===== src/rtl/wfc_pkg.sv =====
package wfc_pkg;

   // Stream boundary on which an armed flush is released
   typedef enum logic [1:0] {
      REL_VALID = 2'd0,
      REL_SOP   = 2'd1,
      REL_SYNC  = 2'd2
   } rel_mode_e;

   typedef enum logic [1:0] {
      S_FLUSH = 2'd0,   // draining, no write access requested yet
      S_ARMED = 2'd1,   // draining, write requested, waiting for boundary
      S_FILL  = 2'd2    // keeping data for the driver
   } flush_state_e;

endpackage


===== src/rtl/wfc_boundary.sv =====
module wfc_boundary
   import wfc_pkg::*;
#(
   parameter rel_mode_e MODE        = REL_SYNC,
   parameter bit        SYNC_ON_SOP = 1'b1
) (
   input  logic st_valid,
   input  logic st_sop,
   input  logic st_sync,
   output logic boundary
);

   // Sync marker and packet start, after applying the sop-carries-sync rule
   logic eff_sync;
   logic eff_sop;

   if (SYNC_ON_SOP) begin : g_sync_on_sop
      assign eff_sync = st_sop;
      assign eff_sop  = 1'b0;
      logic unused_sync;
      assign unused_sync = st_sync;
   end else begin : g_sync_wire
      assign eff_sync = st_sync;
      assign eff_sop  = st_sop;
   end

   if (MODE == REL_VALID) begin : g_rel_valid
      assign boundary = st_valid;
      logic unused_marks;
      assign unused_marks = eff_sop ^ eff_sync;
   end else if (MODE == REL_SOP) begin : g_rel_sop
      // sop mode sees the raw sop bit; no sync remapping applies here
      assign boundary = st_valid & st_sop;
      logic unused_marks;
      assign unused_marks = eff_sop ^ eff_sync;
   end else if (MODE == REL_SYNC) begin : g_rel_sync
      assign boundary = st_valid & eff_sync;
      logic unused_marks;
      assign unused_marks = eff_sop;
   end else begin : g_rel_bad
      $error("wfc_boundary: unsupported release mode");
      assign boundary = 1'b0;
   end

endmodule


===== src/rtl/wfc_fsm.sv =====
module wfc_fsm
   import wfc_pkg::*;
(
   input  logic clk,
   input  logic rst,
   input  logic acc_en,
   input  logic acc_wr,
   input  logic acc_done,
   input  logic flush_req,
   input  logic boundary,
   output logic flush_en
);

   flush_state_e st_q, st_nx;
   logic         flush_q;

   always_comb begin
      st_nx = st_q;
      case (st_q)
         S_FLUSH: if (acc_en && acc_wr) st_nx = S_ARMED;
         S_ARMED: if (boundary) st_nx = S_FILL;
         S_FILL:  if (flush_req && acc_done && !acc_en) st_nx = S_FLUSH;
         default: st_nx = S_FLUSH;
      endcase
   end

   always_ff @(posedge clk) begin
      if (rst) begin
         st_q    <= S_FLUSH;
         flush_q <= 1'b1;
      end else begin
         st_q    <= st_nx;
         flush_q <= (st_nx != S_FILL);
      end
   end

   assign flush_en = flush_q;

   // the flush is active straight after reset
   a_r1_flush_after_reset: assert property (@(posedge clk) disable iff (rst)
      $past(rst) |-> flush_en);

   // a read start while draining keeps the flush
   a_r2_read_keeps_flush: assert property (@(posedge clk) disable iff (rst)
      (st_q == S_FLUSH && acc_en && !acc_wr) |=> flush_en);

   // while not yet armed the flush cannot end
   a_r3_unarmed_holds: assert property (@(posedge clk) disable iff (rst)
      (st_q == S_FLUSH) |=> flush_en);

   // accepted request
   a_r8_req_accepted: assert property (@(posedge clk) disable iff (rst)
      (!flush_en && flush_req && acc_done && !acc_en) |=> flush_en);

   // request during an access is ignored
   a_r9_req_busy_ignored: assert property (@(posedge clk) disable iff (rst)
      (!flush_en && flush_req && !acc_done) |=> !flush_en);

   // access start beats a simultaneous request
   a_r10_en_priority: assert property (@(posedge clk) disable iff (rst)
      (!flush_en && flush_req && acc_en) |=> !flush_en);

   // no release without a boundary
   a_r11_no_boundary_holds: assert property (@(posedge clk) disable iff (rst)
      (flush_en && !boundary) |=> flush_en);

endmodule


===== src/rtl/wr_flush_ctrl.sv =====
module wr_flush_ctrl
   import wfc_pkg::*;
#(
   parameter rel_mode_e MODE        = REL_SYNC,
   parameter bit        SYNC_ON_SOP = 1'b1
) (
   input  logic clk,
   input  logic rst,
   input  logic acc_en,
   input  logic acc_wr,
   input  logic acc_done,
   input  logic flush_req,
   input  logic st_valid,
   input  logic st_sop,
   input  logic st_sync,
   output logic flush_en
);

   logic boundary;

   wfc_boundary #(
      .MODE        (MODE),
      .SYNC_ON_SOP (SYNC_ON_SOP)
   ) u_boundary (
      .st_valid (st_valid),
      .st_sop   (st_sop),
      .st_sync  (st_sync),
      .boundary (boundary)
   );

   wfc_fsm u_fsm (
      .clk       (clk),
      .rst       (rst),
      .acc_en    (acc_en),
      .acc_wr    (acc_wr),
      .acc_done  (acc_done),
      .flush_req (flush_req),
      .boundary  (boundary),
      .flush_en  (flush_en)
   );

endmodule


===== config.mk =====
export PLATFORM = sky130hd
export DESIGN_NAME = wr_flush_ctrl
export DESIGN_NICKNAME = d
export VERILOG_FILES = /design/src/rtl/wfc_pkg.sv /design/src/rtl/wfc_boundary.sv /design/src/rtl/wfc_fsm.sv /design/src/rtl/wr_flush_ctrl.sv
export SDC_FILE = /design/constraint.sdc
export NUM_CORES = 1
export LEC_CHECK = 0
export BUFFER_PORTS_ARGS = -buffer_cell sky130_fd_sc_hd__buf_2
export CAP_MARGIN = 20
export CORE_AREA = 5 5 42 44
export DETAILED_ROUTE_END_ITERATION = 10
export DIE_AREA = 0 0 47 49
export PLACE_DENSITY = 0.33
export SLEW_MARGIN = 20
export SYNTH_ARGS = -nofsm -noshare
export SYNTH_HDL_FRONTEND = slang
export SYNTH_SLANG_ARGS = --single-unit

===== constraint.sdc =====
create_clock -name clk -period 0.8 [get_ports clk]
set_input_delay 0.04 -clock clk [delete_from_list [all_inputs] [get_ports clk]]
set_output_delay 0.04 -clock clk [all_outputs]
set_load 0.005 [all_outputs]

==> results.cfg, run 1 <==
[placement]
detailed_place.area_um2 = 191
dp_hpwl_um = 290
dpl.cell_count = 35
gp_congestion = 0.664
io_buffers = 8

[sta]
tns_ns = -0.00301
rsz0062_at_grt = yes
setup_viol_count_final = 1
timing.fmax_mhz = 1250
setup_slack_ns = -0.00301
slew_headroom_pct = 87.2
hold_viol = 0
period_share_pct = 100
finalClockSkew_ns = 0.00230
period_needed_ns = 0.803
final_max_slew_viol_count = 0
tightestPinTransition_ns = 0.192

[finish]
nets = 33
areaGrowthSynthToFinish_pct = 76.2
fillers = 170
finalNonFillerCells = 39
drive_gt1_share_pct = 69.6
layout_common_cells = buf_2, clkbuf_4, nand3b_1, dfxtp_2
fin_util_pct = 16.5
layout_commonest_cell = buf_2
antenna_cells = 0
design_area_um2 = 231

[power]
fin_total_pwr_w = 0.000468
p_leak_nw = 0.0898
ir_drop_mv = 0.538
power.density_nw_per_um2 = 2020
pwr-share-seq_pct = 34.7
power_frac_comb_pct = 9.5
swShare_pct = 20.6
p_sw_w = 0.0000962
clkPwrFrac_pct = 55.8
internal_power_w = 0.000371

[clocking]
cts_buffer_depth = 2
cts_resized = 2
cts_tree = built
ctsHoldBuffers = 0
numCtsBuffers = 3
cts_sinks = 3
h-tree-depth = 1
cts-root-buf = clkbuf_4
cts.reportedPaths.clkPinSlew_ns = 0.03
cts_setup_buffers = 0
clk_latency_ns = 0.23

[route]
drt_pass1_iterations = 1
via_per_inst = 3.41
ant_nets = 0
drt_iter0_markers = 0
wl_um = 379
post_drt_wl_per_cell_um = 9.72
drc = 0
vias = 133

[yosys]
synthTopCellsByArea = dfxtp_1, nand3b_1, a211oi_2, a21bo_1, a2bb2oi_1
synth_top_area_share_pct = 45.7
synth.avg_cell_area_um2 = 11.9
synth_nets = 20
netlist-cell-type-count = 8
synthCells = 11
ys_ff_latch = 3
synth_top_cell_by_area = dfxtp_1
ys_seq_area_share_pct = 45.7
syn_area_um2 = 131
yosys_warnings = 0

[grt]
grt_pass1_vias = 144
grt_usage_pct = 4.50
grt_overflow = 0
antenna_found_initial = 0
grt_max_degree = 5
grt_pass1_wl_um = 621

[run_status]
status = complete, but fails checks
violations = setup timing

[setup_path]
cp.required_ns = 0.95
start_kind = flop
critPathKind = reg -> reg
max_stage_delay_ns = 0.34
crit_chain = a21bo_1 -> a211oi_2
cp-end-kind = flop
arrival_ns = 0.95
cp_slowest_cell = dfxtp_2
critPathMaxFanout = 4

[die]
die_y_um = 49
core-area_um2 = 1400
die_w_um = 47
die_area_um2 = 2300
start_util_pct = 9.38
ios = 10
row_count = 14

[flow_run]
drv_cap = 0

[worst_hold_path]
min_path_type = in -> reg
## power groups by stage
stage	logic (W)	registers [W]	clock network, W
floorplan	0.0000172	0.000162	0
global placement	0.0000406	0.000163	0
detailed placement	0.0000412	0.000163	0
CTS	0.0000421	0.000162	0.000275
global route	0.0000493	0.000163	0.000289
finish	0.0000444	0.000162	0.000261
## sequential cells by signal, indices dropped and copies added (netlist names)
register / flops
u_fsm.st_q: 2
u_fsm.flush_en: 1
## critical path, delay by kind of cell, from the launching register on
family	cells	cell delay, ns
flops	1	0.34
compound gates	2	0.38
## cell usage after synthesis (all sizes together)
library cell / instances
nor3b: 1
nand4b: 1
o2bb2ai: 1
a21bo: 1
a211oi: 1
nand3b: 2
dfxtp: 3
a2bb2oi: 1
## kinds of logic (layout without fill, tap and decap cells)
kind of cell           Yosys count  count (layout)  share of synthesized area [%]
buffers and inverters            0              12                              0
AND/OR/NAND/NOR                  4               4                           23.8
flip-flops                       3               3                           45.7
AO/OA/AOI/OAI                    4               4                           30.5
## path summary, 6_finish.rpt
path,start,endpoint,slack [ns],depth (start not counted)
worst min-delay path,rst,u_fsm.st_q[0],0.03,2
worst min register to register,u_fsm.st_q[1],u_fsm.st_q[0],0.41,1
worst max-delay path,u_fsm.st_q[0],u_fsm.st_q[0],-0.003,2
worst max register to register,u_fsm.st_q[0],u_fsm.st_q[0],-0.003,2
## final cells by class
class / count / area [um2] / share of cell area (%)
Clock buffer: 4 / 26.3 / 11.4
Multi-Input combinational cell: 8 / 82.6 / 35.7
Sequential cell: 3 / 62.6 / 27.0
Tap cell: 16 / 20.0 / 8.65
Timing Repair Buffer: 8 / 40.0 / 17.3
## per-layer routing
metal	track usage, %	part of all wire (%)
met1	3.28	35
met2	5.66	65
met3	3.32	0
met4	6.91	0
met5	0	0
## stage by stage
step	setup WS, ns	hold WS [ns]
6_report	-0.00301	0.0310
5_1_grt	-0.0404	0.0355
4_1_cts	-0.0160	0.0119
3_5_place_dp	-0.0297	0.255
3_3_place_gp	-0.0311	0.249
2_1_floorplan	0.0418	0.105
No activity file was read; power rests on OpenSTA's default activity.
==> run 2: changes to the inputs <==
Settings changed: ABC_AREA set to 1, PLACE_DENSITY 0.33 to 0.35.
==> results.cfg, run 2 <==
[run_status]
status = finished, final reports clean

[setup_path]
rr_endpoint = u_fsm.flush_en
ff2ff_path_depth = 5
cp-end-kind = flop
reg2reg_slack_ns = 0.01
critPathKind = reg -> reg
r2r-start = u_fsm.st_q[0]
endpoint = u_fsm.flush_en
arrival_ns = 0.91
cp.required_ns = 0.92
start_kind = flop
critPathMaxFanout = 3
startpoint = u_fsm.st_q[0]

[sta]
final_max_slew_viol_count = 0
fin_hold_ws_ns = 0.106
setup_viol_count_final = 0
timing.fmax_mhz = 1270
slew_headroom_pct = 94.3
setup_slack_ns = 0.0139
rsz0062_at_grt = yes
tightestPinTransition_ns = 0.0846
period_needed_ns = 0.786
period_share_pct = 98.3
hold_viol = 0
finalClockSkew_ns = 0.00184

[clocking]
cts_tree = built
cts-root-buf = clkbuf_4
h-tree-depth = 1
cts_buffer_depth = 2
cts.reportedPaths.clkPinSlew_ns = 0.03
numCtsBuffers = 3
cts_setup_buffers = 0
cts_sinks = 3
clk_latency_ns = 0.23

[route]
ant_nets = 0
drt_pass1_iterations = 2
wl_um = 331
drc = 0
via_per_inst = 2.96
vias = 154
drt_iter0_markers = 1
post_drt_wl_per_cell_um = 6.37

[finish]
drive_gt1_share_pct = 58.3
design_area_um2 = 273
antenna_cells = 0
fin_util_pct = 19.5
layout_commonest_cell = buf_2
layout_common_cells = buf_2, nand2_1, inv_1
regMostFlops = u_fsm.st_q
largest_reg_flops = 2
areaGrowthSynthToFinish_pct = 84.7
nets = 46

[die]
ios = 10
row_count = 14
start_util_pct = 10.5
core-area_um2 = 1400
die_area_um2 = 2300
die_y_um = 49
die_w_um = 47

[yosys]
ys_top_cells_by_count = nand2_1, inv_1, dfxtp_1
synth_top_area_share_pct = 40.7
synth.most_common_cell = nand2_1
synthTopCellsByArea = dfxtp_1, nand2_1, inv_1, a21oi_2, nor2_1
netlist-cell-type-count = 9
syn_area_um2 = 148
yosys_warnings = 0
synth_edf_count = 0
async_flop_share_pct = 0
ys_seq_area_share_pct = 40.7
synth_top_cell_by_area = dfxtp_1
ys_ff_latch = 3
synth_nets = 32
synthCells = 23
synth_top_flop_cell = dfxtp_1
synth.avg_cell_area_um2 = 6.42

[power]
power.density_nw_per_um2 = 1740
p_leak_nw = 0.132
fin_total_pwr_w = 0.000474
ir_drop_mv = 1.07

[grt]
grt_pass1_vias = 149
grt_usage_pct = 3.94
grt_max_degree = 4
grt_overflow = 0
grt_pass1_wl_um = 586
antenna_found_initial = 0

[worst_hold_path]
min_path_type = in -> reg

[flow_run]
drv_cap = 0

[placement]
gp_congestion = 0.630
place_ws_ns = 0.00940
detailed_place.area_um2 = 208
dp_hpwl_um = 263
io_buffers = 8
-- run 2: how the worst min path moves through the flow --
stage               slack [ns]    from  cells after the start             to
floorplan                 0.10     rst                      1  u_fsm.st_q[1]
global route              0.13  st_sop                      4  u_fsm.st_q[0]
finish                    0.11  st_sop                      4  u_fsm.st_q[0]
CTS                       0.11  st_sop                      4  u_fsm.st_q[0]
detailed placement        0.24     rst                      2  u_fsm.st_q[1]
global placement          0.24     rst                      2  u_fsm.st_q[1]
-- run 2: power breakdown --
part	switching, W	internal (W)
Sequential	0.00000795	0.000154
Clock	0.0000677	0.000186
Combinational	0.0000271	0.0000316
-- run 2: cell families (layout without fill, tap and decap cells) --
logic type	count (synthesis)	in the layout	share of synthesized area, %
AOI/OAI and AO/OA	2	2	9.32
and+or+nand+nor	12	12	34.8
DFF	3	3	40.7
buffers and inverters	6	19	15.3
-- run 2: final cells by class --
| class | count | area (um2) |
|---|---|---|
| tap | 16 | 20.0 |
| multi-input combinational | 14 | 83.8 |
| timing repair buffer | 9 | 50.0 |
| sequential | 3 | 67.6 |
| fill | 168 | 1130 |
| inverter | 6 | 25.0 |
| clock buffer | 4 | 26.3 |
-- run 2: metal layers --
metal	part of all wire [%]	track usage [%]	wire length [um]	vias to the layer above
li1	-	-	-	93
met1	53	5.05	175	52
met2	29	3.39	97	9
met3	18	4.43	58	0
met4	0	2.76	0	0
met5	0	0	0	-
-- run 2: worst max-delay path, cell delays in order, from the launching register on --
cell	delay, ns
dfxtp_4	0.37
inv_4	0.04
nor2_4	0.10
nand2_2	0.07
nand2_1	0.05
nand2_1	0.05
-- run 2: what timing repair did --
| action | 4_1_cts | 5_1_grt |
|---|---|---|
| endpoints found under the setup margin | 0 | 3 |
| gates resized for setup | 0 | 12 |
| hold buffers | 1 | 0 |
| hold endpoints to repair | 1 | 0 |
-- run 2: stage by stage --
stage	instances	setup TNS, ns
2_1_floorplan	23	0
3_3_place_gp	47	-0.000421
3_5_place_dp	47	0
4_1_cts	52	0
5_1_grt	52	-0.0963
6_report	52	0
==> run 3: changes to the inputs <==
Settings changed: PLACE_DENSITY 0.35 to not set, PLACE_DENSITY_LB_ADDON set to 0.2.
==> results.cfg, run 3 (synthesized netlist as in run 2, its figures left out) <==
[finish]
regMostFlops = u_fsm.st_q
areaGrowthSynthToFinish_pct = 84.7
layout_commonest_cell = buf_2
antenna_cells = 0
nets = 46
largest_reg_flops = 2
layout_common_cells = buf_2, nand2_1, inv_1
multi_input_area_um2 = 83.8
fin_util_pct = 19.5
regArea_um2 = 67.6
fillers = 172
drive_gt1_share_pct = 58.3
finalNonFillerCells = 52

[power]
ir_drop_mv = 0.527
p_leak_nw = 0.132
fin_total_pwr_w = 0.000480
power.density_nw_per_um2 = 1760

[grt]
grt_overflow = 0
grt_pass1_wl_um = 531
grt_max_degree = 4
antenna_found_initial = 0
grt_usage_pct = 3.37
grt_pass1_vias = 155

[placement]
dpl.cell_count = 47
gp_congestion = 0.533
dp_hpwl_um = 268
io_buffers = 8
place_ws_ns = 0.00398

[sta]
rsz0062_at_grt = yes
finalClockSkew_ns = 0.00343
setup_viol_count_final = 0
timing.fmax_mhz = 1280
final_max_slew_viol_count = 0
setup_slack_ns = 0.0193
hold_viol = 0
period_needed_ns = 0.781
tightestPinTransition_ns = 0.0918
slew_headroom_pct = 93.9
period_share_pct = 97.6

[run_status]
status = finished, final reports clean

[route]
post_drt_wl_per_cell_um = 6.29
via_per_inst = 3.21
drt_pass1_iterations = 2
wl_um = 327
ant_nets = 0
drt_iter0_markers = 2
drc = 0
vias = 167

[setup_path]
cp.required_ns = 0.92
arrival_ns = 0.90
path_buf_inv = 1
max_stage_delay_ns = 0.37
critPathMaxFanout = 3
crit_chain = inv_4 -> nor2_4 -> nand2_2 -> nand2_1 -> nand2_1
cp-end-kind = flop
crit_top_cell = nand2_1
start_kind = flop
crit_family = flip-flops
cp_slowest_cell = dfxtp_4
critPathKind = reg -> reg

[clocking]
cts_tree = built
cts.reportedPaths.clkPinSlew_ns = 0.04
cts_buffer_depth = 2
cts_setup_buffers = 0
clk_latency_ns = 0.23
cts-root-buf = clkbuf_4
h-tree-depth = 1
cts_sinks = 3
numCtsBuffers = 3

[die]
start_util_pct = 10.5
die_area_um2 = 2300
die_y_um = 49
die_w_um = 47
row_count = 14
ios = 10
core-area_um2 = 1400

[worst_hold_path]
min_path_type = in -> reg

[flow_run]
drv_cap = 0
==> run 3: cell counts in the layout (fill, tap and decap cells not counted) <==
No cell type changed its count.
==> run 3: tightest hold or removal path: cells and delay by family <==
family,cells,cell delay [ns]
buffers and inverters,1,0.07
AOI/OAI and AO/OA,1,0.04
and+or+nand+nor,2,0.13
==> run 3: path summary, 6_finish.rpt <==
path / slack (ns) / depth (start not counted) / endpoint / from
setup / recovery: 0.02 / 5 / u_fsm.flush_en / u_fsm.st_q[0]
hold / removal: 0.09 / 4 / u_fsm.st_q[0] / st_sop
hold reg to reg: 0.54 / 3 / u_fsm.st_q[0] / u_fsm.st_q[1]
setup reg to reg: 0.02 / 5 / u_fsm.flush_en / u_fsm.st_q[0]
==> run 3: per-layer routing <==
metal	part of all wire, %	track usage (%)
met1	47	4.15
met2	35	3.85
met3	18	2.21
met4	0	2.76
met5	0	0
==> run 3: power by group <==
part,internal (W),total [W],switching [W]
Combinational,0.0000315,0.0000580,0.0000265
Sequential,0.000154,0.000162,0.00000816
Clock,0.000187,0.000260,0.0000736
==> run 3: final cells by class <==
| cell class | count | area share (%) |
|---|---|---|
| timing repair buffer | 9 | 18.3 |
| inverter | 6 | 9.17 |
| sequential | 3 | 24.8 |
| multi-input combinational | 14 | 30.7 |
| clock buffer | 4 | 9.63 |
| tap | 16 | 7.34 |
==> run 3: through the flow <==
stage          hold WS [ns]  TNS (ns)  area (um2)
2_1_floorplan         0.102         0         148
3_3_place_gp          0.239         0         208
3_5_place_dp          0.241         0         208
4_1_cts              0.0838         0         245
5_1_grt               0.127   -0.0397         273
6_report             0.0925         0         273
==> run 3: timing repair <==
item,in CTS,in global routing
endpoints found under the setup margin,1,3
hold buffers,1,0
pin swaps,0,6
hold endpoints to repair,2,0
resized for setup,1,11
